### config.mk
export PLATFORM = sky130hd
export DESIGN_NAME = startup_delay_seq
export DESIGN_NICKNAME = d
export VERILOG_FILES = /design/src/rtl/startup_delay_pkg.sv /design/src/rtl/startup_delay_decode.sv /design/src/rtl/startup_delay_counter.sv /design/src/rtl/startup_delay_seq.sv
export SDC_FILE = /design/constraint.sdc
export NUM_CORES = 1
export LEC_CHECK = 0
export BUFFER_PORTS_ARGS = -buffer_cell sky130_fd_sc_hd__buf_2
export CORE_MARGIN = 2
export CORE_UTILIZATION = 45
export DETAILED_ROUTE_END_ITERATION = 12
export PLACE_DENSITY = 0.69
export SYNTH_ARGS = -nofsm -noshare
export SYNTH_HDL_FRONTEND = slang
export SYNTH_SLANG_ARGS = --single-unit
### constraint.sdc
create_clock -name clk_i -period 4.5 [get_ports clk_i]
set_input_delay 0.9 -clock clk_i [delete_from_list [all_inputs] [get_ports clk_i]]
set_output_delay 0.9 -clock clk_i [all_outputs]
set_load 0.02 [all_outputs]
### src/rtl/startup_delay_pkg.sv
package startup_delay_pkg;

  typedef enum logic [1:0] {
    ST_CYC  = 2'd0,
    ST_MS   = 2'd1,
    ST_RUN  = 2'd2,
    ST_WAKE = 2'd3
  } sdly_state_e;

  typedef enum logic [1:0] {
    MS_NONE  = 2'd0,
    MS_SHORT = 2'd1,
    MS_LONG  = 2'd2
  } ms_sel_e;

  function automatic int max2(input int a, input int b);
    return (a > b) ? a : b;
  endfunction

endpackage

### src/rtl/startup_delay_decode.sv
module startup_delay_decode
  import startup_delay_pkg::*;
#(
  parameter int TICKS_PER_MS = 8,
  parameter int SHORT_MS     = 4,
  parameter int LONG_MS      = 64,
  parameter int WAKE_XTAL    = 16384,
  parameter int WAKE_RES     = 1024,
  parameter int CNT_W        = 15
) (
  input  logic             osc_xtal_i,
  input  logic [1:0]       sut_code_i,
  output logic [CNT_W-1:0] ms_ticks_o,
  output logic             ms_zero_o,
  output logic [CNT_W-1:0] wake_cyc_o
);

  localparam int SHORT_TICKS = SHORT_MS * TICKS_PER_MS;
  localparam int LONG_TICKS  = LONG_MS * TICKS_PER_MS;

  ms_sel_e ms_sel;

  always_comb begin
    unique case ({osc_xtal_i, sut_code_i})
      3'b1_00: ms_sel = MS_LONG;
      3'b1_01: ms_sel = MS_NONE;
      3'b1_10: ms_sel = MS_SHORT;
      3'b1_11: ms_sel = MS_LONG;
      3'b0_00: ms_sel = MS_SHORT;
      3'b0_01: ms_sel = MS_LONG;
      3'b0_10: ms_sel = MS_NONE;
      default: ms_sel = MS_SHORT;
    endcase
  end

  always_comb begin
    unique case (ms_sel)
      MS_SHORT: ms_ticks_o = CNT_W'(SHORT_TICKS);
      MS_LONG:  ms_ticks_o = CNT_W'(LONG_TICKS);
      default:  ms_ticks_o = '0;
    endcase
  end

  assign ms_zero_o  = (ms_sel == MS_NONE);
  assign wake_cyc_o = osc_xtal_i ? CNT_W'(WAKE_XTAL) : CNT_W'(WAKE_RES);

endmodule

### src/rtl/startup_delay_counter.sv
module startup_delay_counter #(
  parameter int CNT_W = 15
) (
  input  logic             clk_i,
  input  logic             rst_ni,
  input  logic             clr_i,
  input  logic             en_i,
  input  logic [CNT_W-1:0] tgt_i,
  output logic             hit_o
);

  logic [CNT_W-1:0] cnt_q;

  always_ff @(posedge clk_i or negedge rst_ni) begin
    if (!rst_ni)    cnt_q <= '0;
    else if (clr_i) cnt_q <= '0;
    else if (en_i)  cnt_q <= cnt_q + CNT_W'(1);
  end

  // last count of the window; caller qualifies with its enable
  assign hit_o = (cnt_q == tgt_i - CNT_W'(1));

endmodule

### src/rtl/startup_delay_seq.sv
module startup_delay_seq
  import startup_delay_pkg::*;
#(
  parameter int RST_CYC      = 14,
  parameter int TICKS_PER_MS = 8,
  parameter int SHORT_MS     = 4,
  parameter int LONG_MS      = 64,
  parameter int WAKE_XTAL    = 16384,
  parameter int WAKE_RES     = 1024
) (
  input  logic       clk_i,
  input  logic       rst_ni,
  input  logic       tick_i,
  input  logic       osc_xtal_i,
  input  logic [1:0] sut_code_i,
  input  logic       rst_req_i,
  input  logic       wake_req_i,
  output logic       ready_o,
  output logic       rst_release_o
);

  localparam int MAX_CNT = max2(max2(WAKE_XTAL, WAKE_RES),
                                max2(LONG_MS * TICKS_PER_MS, RST_CYC));
  localparam int CNT_W   = $clog2(MAX_CNT + 1);

  sdly_state_e      state_q, state_d;
  logic [CNT_W-1:0] tgt_q, tgt_d, cnt_tgt;
  logic [CNT_W-1:0] ms_ticks, wake_cyc;
  logic             ms_zero;
  logic             cnt_clr, cnt_en, cnt_hit;

  startup_delay_decode #(
    .TICKS_PER_MS(TICKS_PER_MS),
    .SHORT_MS    (SHORT_MS),
    .LONG_MS     (LONG_MS),
    .WAKE_XTAL   (WAKE_XTAL),
    .WAKE_RES    (WAKE_RES),
    .CNT_W       (CNT_W)
  ) u_decode (
    .osc_xtal_i(osc_xtal_i),
    .sut_code_i(sut_code_i),
    .ms_ticks_o(ms_ticks),
    .ms_zero_o (ms_zero),
    .wake_cyc_o(wake_cyc)
  );

  startup_delay_counter #(.CNT_W(CNT_W)) u_counter (
    .clk_i (clk_i),
    .rst_ni(rst_ni),
    .clr_i (cnt_clr),
    .en_i  (cnt_en),
    .tgt_i (cnt_tgt),
    .hit_o (cnt_hit)
  );

  always_comb begin
    state_d = state_q;
    tgt_d   = tgt_q;
    cnt_clr = 1'b0;
    cnt_en  = 1'b0;
    cnt_tgt = tgt_q;
    unique case (state_q)
      ST_CYC: begin
        cnt_tgt = CNT_W'(RST_CYC);
        cnt_en  = 1'b1;
        if (cnt_hit) begin
          cnt_clr = 1'b1;
          tgt_d   = ms_ticks;  // select fields frozen here
          state_d = ms_zero ? ST_RUN : ST_MS;
        end
      end
      ST_MS: begin
        cnt_en = tick_i;
        if (tick_i && cnt_hit) begin
          cnt_clr = 1'b1;
          state_d = ST_RUN;
        end
      end
      ST_RUN: begin
        if (wake_req_i) begin
          cnt_clr = 1'b1;
          tgt_d   = wake_cyc;
          state_d = ST_WAKE;
        end
      end
      ST_WAKE: begin
        cnt_en = 1'b1;
        if (cnt_hit) begin
          cnt_clr = 1'b1;
          state_d = ST_RUN;
        end
      end
      default: state_d = ST_CYC;
    endcase
    if (rst_req_i) begin
      cnt_clr = 1'b1;
      state_d = ST_CYC;
    end
  end

  always_ff @(posedge clk_i or negedge rst_ni) begin
    if (!rst_ni) begin
      state_q <= ST_CYC;
      tgt_q   <= '0;
    end else begin
      state_q <= state_d;
      tgt_q   <= tgt_d;
    end
  end

  assign ready_o       = (state_q == ST_RUN);
  assign rst_release_o = (state_q == ST_RUN) || (state_q == ST_WAKE);

endmodule

==> results by stage, run 1 <==
Yosys:
- Of the total synthesized cell area, the portion taken by AND, OR, NAND and NOR gates is 0.277.
- Yosys mapped a number of flops with a built-in enable equal to 0.
- The async set-reset flop share out of synthesis is 1.00.
- The synthesized-area fraction occupied by ao, oa, aoi and oai cells is 0.136.
- The main flop type after synthesis is dfrtp_1.
- The fraction of synthesized area in multiplexers is 0.0274.
- Yosys printed 0 warnings.
- Synthesis produced a netlist with a net count of 193.
- After synthesis, the largest family of logic cells by area is simple AND/OR/NAND/NOR gates.
- Of the total synthesized cell area, the portion taken by full adders, half adders and majority gates is 0.0663.
- In this run the cell area of the synthesized design comes to 1510 um^2.
- The share of the synthesized netlist area taken by xor and xnor gates is 0.0978.
- Counting every instance in the synthesized netlist gives 177.
- The number of distinct library cell variants in the gate-level netlist after synthesis is 40.
- The sequential share of the synthesized area is 0.348.
- The mean post-synth cell area is 8.53 um^2.
- The number of flip-flops and latches in the synthesized netlist is 21.

Clocking:
- Buffers added to address setup during post-CTS repair amount to 0.
- TritonCTS built the clock tree.
- After clock tree synthesis, the flow added hold-fix buffers numbering 0.
- The number of gates resized after cts is 0.
- The number of buffers created by CTS is 3.
- The later pin in the worst-skew pair is clocked with a latency of 310 ps.
- The CTS root buffer is clkbuf_4.
- The largest buffer count on any clock path is 2.
- In this run the number of H-tree levels came out at 1.
- The number of sinks handled by clock tree synthesis is 21.
- After clock tree synthesis, the clock-pin slew on the worst setup and hold paths is 130 ps.

Finish:
- The total area of sequential cells is 526 um^2.
- In the final layout, the share of cells above drive strength 1 is 0.104.
- The layout filler cell count is 325.
- The count of antenna diodes in the layout is 0.
- At the end of the flow the core is filled with cells to 0.486.
- In the final layout, the multi-input gates occupy 912 um^2.
- Relative to the synthesized area, the layout overhead comes to 5.80%.
- The final layout contains 199 nets.

Critical path:
- Measured in cells, the most critical reg-to-reg path has a length of 10.
- The worst register-to-register path begins at state_q[0]$_DFFE_PN0P_.
- The maximum single-stage delay on the critical path is 570 ps.
- The worst register-to-register path ends at tgt_q[10]$_DFFE_PN0P_.
- The library cell contributing the largest single delay on the critical path is ha_1.
- The kind of launch point of the worst setup path is a register.
- The worst setup path is of the reg -> reg kind.
- The maximum net fanout on the critical path is 20.
- The reg2reg setup slack is 1310 ps.
- Data arrives at the worst endpoint at 3400 ps.
- STA classifies the critical path endpoint as a register.
- The signal on the critical path passes through inv_1 -> ha_1 -> nor2_1 -> ha_1 -> xnor2_1 -> nor3_1 -> o211ai_1 -> nor4b_2 -> nor2_1 -> a211o_1.
- For the worst setup path, the data required time is 4710 ps.

Global route:
- The total global routing track utilization is 0.181.
- The via count of the first global-routing pass is 1137.
- The pin count of the biggest net entering global routing is 22.
- The final global-route overflow total is 0.
- The number of antenna violations at the first check in global routing is 0.
- The global-route wire length before repair is 5130 um.

Power and ir drop:
- The total leakage power is 0.707 nW.
- Across the VDD grid, the largest voltage drop is 0.332 mV.
- Power spread over the standard cell area amounts to 483 nW/um^2.

STA:
- The final-report max-slew violation count was 0.
- The ratio of final minimum period to clock period is 0.709.
- Setup repair after global routing left no endpoint under its margin.
- The smallest clock period supported by the final layout is computed as 3190 ps.
- The measured slew at the worst slew-check pin is 622 ps.
- The relative slew slack is 0.585.
- The final-report setup violation count is 0.
- On the final layout, the worst clock skew is 12.0 ps.
- The hold violation count in the final report is 0.
- The maximum clock frequency is 0.313 GHz.
- Summed over all failing endpoints, the final setup total negative slack is 0 ps.

Routing:
- Summed over all layers, the routed wires come to 2990 um.
- The first-pass iteration count of the detailed router is 4.
- The number of design-rule violations left by the first detailed-router iteration is 113.
- The total DRC errors in the routed layout is 0.
- For this block, the via count after detailed routing is 1238.
- In the final routed layout, each cell accounts on average for 13.1 um.
- Using the TritonRoute via totals, the vias-per-cell ratio works out to 5.43.
- The count of antenna-violating nets left after detailed routing is 0.

Floorplan:
- The number of placement rows is 21.
- The overall die height is 61.9 um.
- The area of the die is 3830 um^2.
- For this configuration, the core starts out at a cell density of 0.459.
- The I/O pin total is 10.
- The die span in x is 61.9 um.
- The core region area is 3280 um^2.

Job:
- The count of max-cap constraint violations is 0.

Place:
- The number of I/O port buffers is 9.
- The placer congestion estimate is 0.834.
- The HPWL after detailed placement is 2180 um.

Hold path:
- The class of the tightest hold or removal check is in -> async.

Outcome:
- The run finished with clean final reports.
registers in the layout, indices dropped and copies added, names as in the netlist:
name	count
tgt_q	4
state_q	2
u_counter.cnt_q	15
synth_stat cells, types with 2 or more instances:
library cell,n,area [um^2]
a211o_1,2,17.5
a21oi_1,5,25.0
and3_1,2,12.5
and4_1,2,17.5
buf_6,2,22.5
clkbuf_1,6,22.5
dfrtp_1,21,526
ha_1,8,100
inv_1,7,26.3
mux2i_1,3,30.0
nand2_1,23,86.3
nand2b_1,5,31.3
nand3_1,6,30.0
nand4_1,8,50.1
nor2_1,23,86.3
nor2b_1,3,18.8
nor3_1,3,15.0
nor4_1,2,12.5
o211ai_1,5,37.5
o21ai_0,3,15.0
o21bai_1,2,15.0
o22ai_1,2,12.5
o31ai_1,3,22.5
or2_2,2,12.5
xnor2_1,4,35.0
xor2_1,11,96.3
area by class of cell:
| cell class | instances | share of cell area |
|---|---|---|
| multi-input combinational | 141 | 0.571 |
| sequential | 21 | 0.329 |
| timing repair buffer | 9 | 0.0282 |
| clock buffer | 3 | 0.0141 |
| tap | 46 | 0.0361 |
| clock inverter | 1 | 0.00470 |
| inverter | 7 | 0.0165 |
kinds of logic after synthesis:
group | count (synthesis)
XOR/XNOR | 16
multiplexers | 4
AND/OR/NAND/NOR | 84
AO/OA/AOI/OAI | 29
adder cells (fa/ha/maj) | 8
flip-flops | 21
buffers and inverters | 15
worst max-delay path, delay by kind of cell, from the launching register on:
family	cells	cell delay (ps)
adders and majority gates	2	910
xor gates and xnor gates	1	130
and+or+nand+nor	4	1090
buffers and inverters	1	130
AOI/OAI and AO/OA	2	410
DFF	1	440
worst max path at each step:
stage	startpoint	end	slack (ps)	depth (start not counted)
global placement	state_q[1]$_DFFE_PN0P_	tgt_q[10]$_DFFE_PN0P_	1440	10
CTS	state_q[0]$_DFFE_PN0P_	tgt_q[10]$_DFFE_PN0P_	1320	10
global route	state_q[0]$_DFFE_PN0P_	u_counter.cnt_q[14]$_DFFE_PN0P_	990	10
detailed placement	state_q[0]$_DFFE_PN0P_	u_counter.cnt_q[2]$_DFFE_PN0P_	1320	10
finish	state_q[0]$_DFFE_PN0P_	tgt_q[10]$_DFFE_PN0P_	1310	10
floorplan	state_q[0]$_DFFE_PN0P_	tgt_q[10]$_DFFE_PN0P_	1580	12
layer usage:
layer / wire length, um / GRT usage / share of wire
met3: 69 / 0.0435 / 0.023
met1: 1490 / 0.254 / 0.50
met5: 0 / 0 / 0
met4: 24 / 0.0274 / 0.0080
met2: 1410 / 0.292 / 0.47
layout by cell type, fill, tap and decap left out, types with 5 or more instances in the layout:
cell type,instances
a21oi_1,5
nand2_1,23
nand3_1,6
ha_1,8
o211ai_1,5
buf_2,9
nand2b_1,5
nand4_1,8
xor2_1,11
nor2_1,23
dfrtp_1,21
inv_1,7
stage by stage:
stage	total power, mW	area, um^2	hold slack [ps]	setup WS (ps)	instances
2_1_floorplan	0.605	1510	520	1580	177
3_5_place_dp	0.680	1570	576	1320	224
5_1_grt	0.845	1600	547	988	228
6_report	0.771	1600	517	1310	228
3_3_place_gp	0.664	1570	563	1440	224
4_1_cts	0.779	1600	537	1320	228
where the power goes:
| group | switching [mW] | internal (mW) |
|---|---|---|
| Combinational | 0.239 | 0.172 |
| Sequential | 0.0484 | 0.219 |
| Clock | 0.0599 | 0.0338 |
Power figures use the tool's default switching activity.
==> inputs of run 2 (changes only) <==
PLACE_DENSITY = 0.72   (was 0.69)
clock period = 2.6 ns   (was 4.5 ns; I/O delays follow)
==> results by stage, run 2 (synthesized netlist as in run 1, its figures left out) <==
Outcome:
- The run finished with clean final reports.

Power and ir drop:
- The total power of the final layout is 1.53 mW (+99%).
- The maximum VDD drop is 0.463 mV (+40%).
- The total leakage power is 0.772 nW (+9.2%).
- The power per cell area is 888 nW/um^2 (+84%).

Global route:
- The final global-route overflow total is 0 (unchanged).
- The global-route wire length before repair was 5840 um (+14%).
- The pin count of the biggest net entering global routing came to 22 (unchanged).
- The number of antenna violations at the first check in global routing is 0 (unchanged).
- The via count of the first global-routing pass is 1335 (+17%).
- The total global routing track utilization is 0.206 (+0.0247).

Floorplan:
- The area of the die is 3830 um^2 (unchanged).
- The I/O pin total is 10 (unchanged).
- The effective utilization at floorplan is 0.459 (unchanged).
- The number of placement rows is 21 (unchanged).
- The core region area is 3280 um^2 (unchanged).
- The overall die height was 61.9 um (unchanged).
- The die span in x is 61.9 um (unchanged).

Hold path:
- The class of the tightest hold or removal check is in -> async.

Critical path:
- The maximum net fanout on the critical path is 7 (-65%).
- The data arrival time of the worst path was 2640 ps (-760 ps).
- The number of cells on the worst reg-to-reg path is 10 (unchanged).
- The data required time at the worst endpoint came to 2800 ps (-1910 ps).
- The worst register-to-register path begins at state_q[1]$_DFFE_PN0P_.
- The worst setup path is of the reg -> reg kind.
- The signal on the critical path passes through inv_2 -> ha_4 -> nand2b_4 -> ha_4 -> xnor2_1 -> nor3_2 -> o211ai_1 -> nor4b_4 -> nor2_1 -> a211o_1.
- On the critical path, the stage with the largest delay is an instance of nor4b_4.
- STA classifies the critical path endpoint as a register.
- In this run the worst setup path begins at state_q[1]$_DFFE_PN0P_.
- The most repeated library cell on the critical path is ha_4.
- The kind of launch point of the worst setup path is a register.
- The maximum single-stage delay on the critical path is 470 ps (-100 ps).

Finish:
- The library cells used most frequently in the layout, excluding fill and tap cells, are nand2_1, nor2_1, dfrtp_1, xor2_1, buf_2.
- Leaving out fill and tap cells, the most frequent cell in the layout is nand2_1.
- In the final layout, the registers with the most flip-flops are u_counter.cnt_q: 15 flops, tgt_q: 4 flops, state_q: 2 flops.
- More flip-flops sit in one register than any other, and that register is u_counter.cnt_q.
- The number of nets in the finished design was 207 (+4.0%).
- The fraction of layout instances using a drive strength above 1 is 0.184 (+0.0798).
- The count of antenna diodes in the layout is 0 (unchanged).
- Compared with the post-synthesis result, the final layout area differs by 14.4%.
- The flip-flop count of the largest register, all copies and words added is 15 (unchanged).

STA:
- The final-report setup violation count came to 0 (unchanged).
- The hold violation count in the final report is 0 (unchanged).
- The measured slew at the worst slew-check pin is 508 ps (-114 ps).
- The maximum clock frequency came to 0.410 GHz (+31%).
- The setup clock skew after layout is 6.48 ps (-5.49 ps).
- The worst-case hold slack is 145 ps (-372 ps).
- The final critical delay including setup and external delays is 2440 ps (-756 ps).
- The final-report max-slew violation count is 0 (unchanged).
- The relative slew slack came to 0.661 (+0.0760).
- The ratio of final minimum period to clock period came to 0.937 (+0.228).
- The least setup slack across all paths after layout is 163 ps (-1140 ps).

Job:
- The count of max-cap constraint violations is 0 (unchanged).

Place:
- The placer congestion estimate is 0.842 (+0.92%).
- The HPWL after detailed placement is 2460 um (+13%).
- The pre-CTS setup slack was -18.8 ps (-1340 ps).
- The number of I/O port buffers is 9 (unchanged).

Routing:
- The count of antenna-violating nets left after detailed routing is 0 (unchanged).
- The number of design-rule violations left by the first detailed-router iteration is 39 (-65%).
- The number of vias after detailed routing is 1331 (+7.5%).
- The average wire length per cell after detail routing is 14.2 um (+8.4%).
- The ratio of routed vias to standard cells is 5.64 (+3.9%).
- The aggregate routed wire length is 3350 um (+12%).
- The total DRC errors in the routed layout came to 0 (unchanged).
- The first-pass iteration count of the detailed router is 4 (unchanged).

Clocking:
- The number of sinks handled by clock tree synthesis is 21 (unchanged).
- The clock edge transition at the registers on the reported setup and hold paths was 120 ps (about the same).
- The largest buffer count on any clock path came to 2 (unchanged).
- CTS placed an instance of clkbuf_4 at the clock tree root.
- TritonCTS built the clock tree.
- The number of buffers created by CTS is 3 (unchanged).
- The number of levels the H-tree was split into is 1 (unchanged).
- The number of buffers added to fix hold violations after cts was 0 (unchanged).
- The clock latency of the later-clocked register in the worst-skew pair was 310 ps (about the same).
[run 2: layout make-up]
class	instances	area [um^2]
fillers	309	1560
multi-input cells	141	972
flip-flops and latches	21	526
repair buffers	17	118
well taps	46	57.6
inverters	7	26.3
clock buffers	3	22.5
clock inverters	1	5.00
[run 2: timing repair]
| action | in CTS | in global routing |
|---|---|---|
| pin swaps | 1 | 2 |
| setup endpoints to repair | 1 | 21 |
| setup buffers | 0 | 2 |
| gates cloned | 0 | 0 |
| gates resized for setup | 0 | 4 |
[run 2: where the power goes]
part | switching, mW | total (mW) | internal [mW]
Clock | 0.105 | 0.162 | 0.0575
Combinational | 0.493 | 0.905 | 0.412
Sequential | 0.0874 | 0.466 | 0.379
[run 2: worst paths after layout]
kind                                             endpoint  slack [ps]
min in group clk_i                 state_q[1]$_DFFE_PN0P_         490
max in group asynchronous          state_q[1]$_DFFE_PN0P_        2130
setup reg to reg                    tgt_q[10]$_DFFE_PN0P_         160
hold reg to reg            u_counter.cnt_q[8]$_DFFE_PN0P_         590
hold / removal             u_counter.cnt_q[9]$_DFFE_PN0P_         140
setup / recovery                    tgt_q[10]$_DFFE_PN0P_         160
[run 2: critical path: cells and delay by family, from the launching register on]
family / cells / cell delay, ps
AO/OA/AOI/OAI: 2 / 450
XOR/XNOR: 1 / 130
adder cells (fa/ha/maj): 2 / 380
buffers and inverters: 1 / 120
flip-flops: 1 / 430
AND/OR/NAND/NOR: 4 / 840
[run 2: routing by layer]
| metal | GRT usage | vias up | part of all wire |
|---|---|---|---|
| met2 | 0.353 | 27 | 0.51 |
| met1 | 0.263 | 653 | 0.46 |
| met5 | 0 | - | 0 |
| li1 | - | 645 | - |
| met3 | 0.0269 | 6 | 0.025 |
| met4 | 0.0790 | 0 | 0.012 |
[run 2: stage by stage]
step	util	cells	TNS [ps]	area [um^2]
4_1_cts	0.515	234	0	1690
6_report	0.526	236	0	1730
5_1_grt	0.526	236	-4.89	1730
3_3_place_gp	0.507	230	0	1670
2_1_floorplan	-	177	0	1570
3_5_place_dp	0.507	230	-18.8	1670
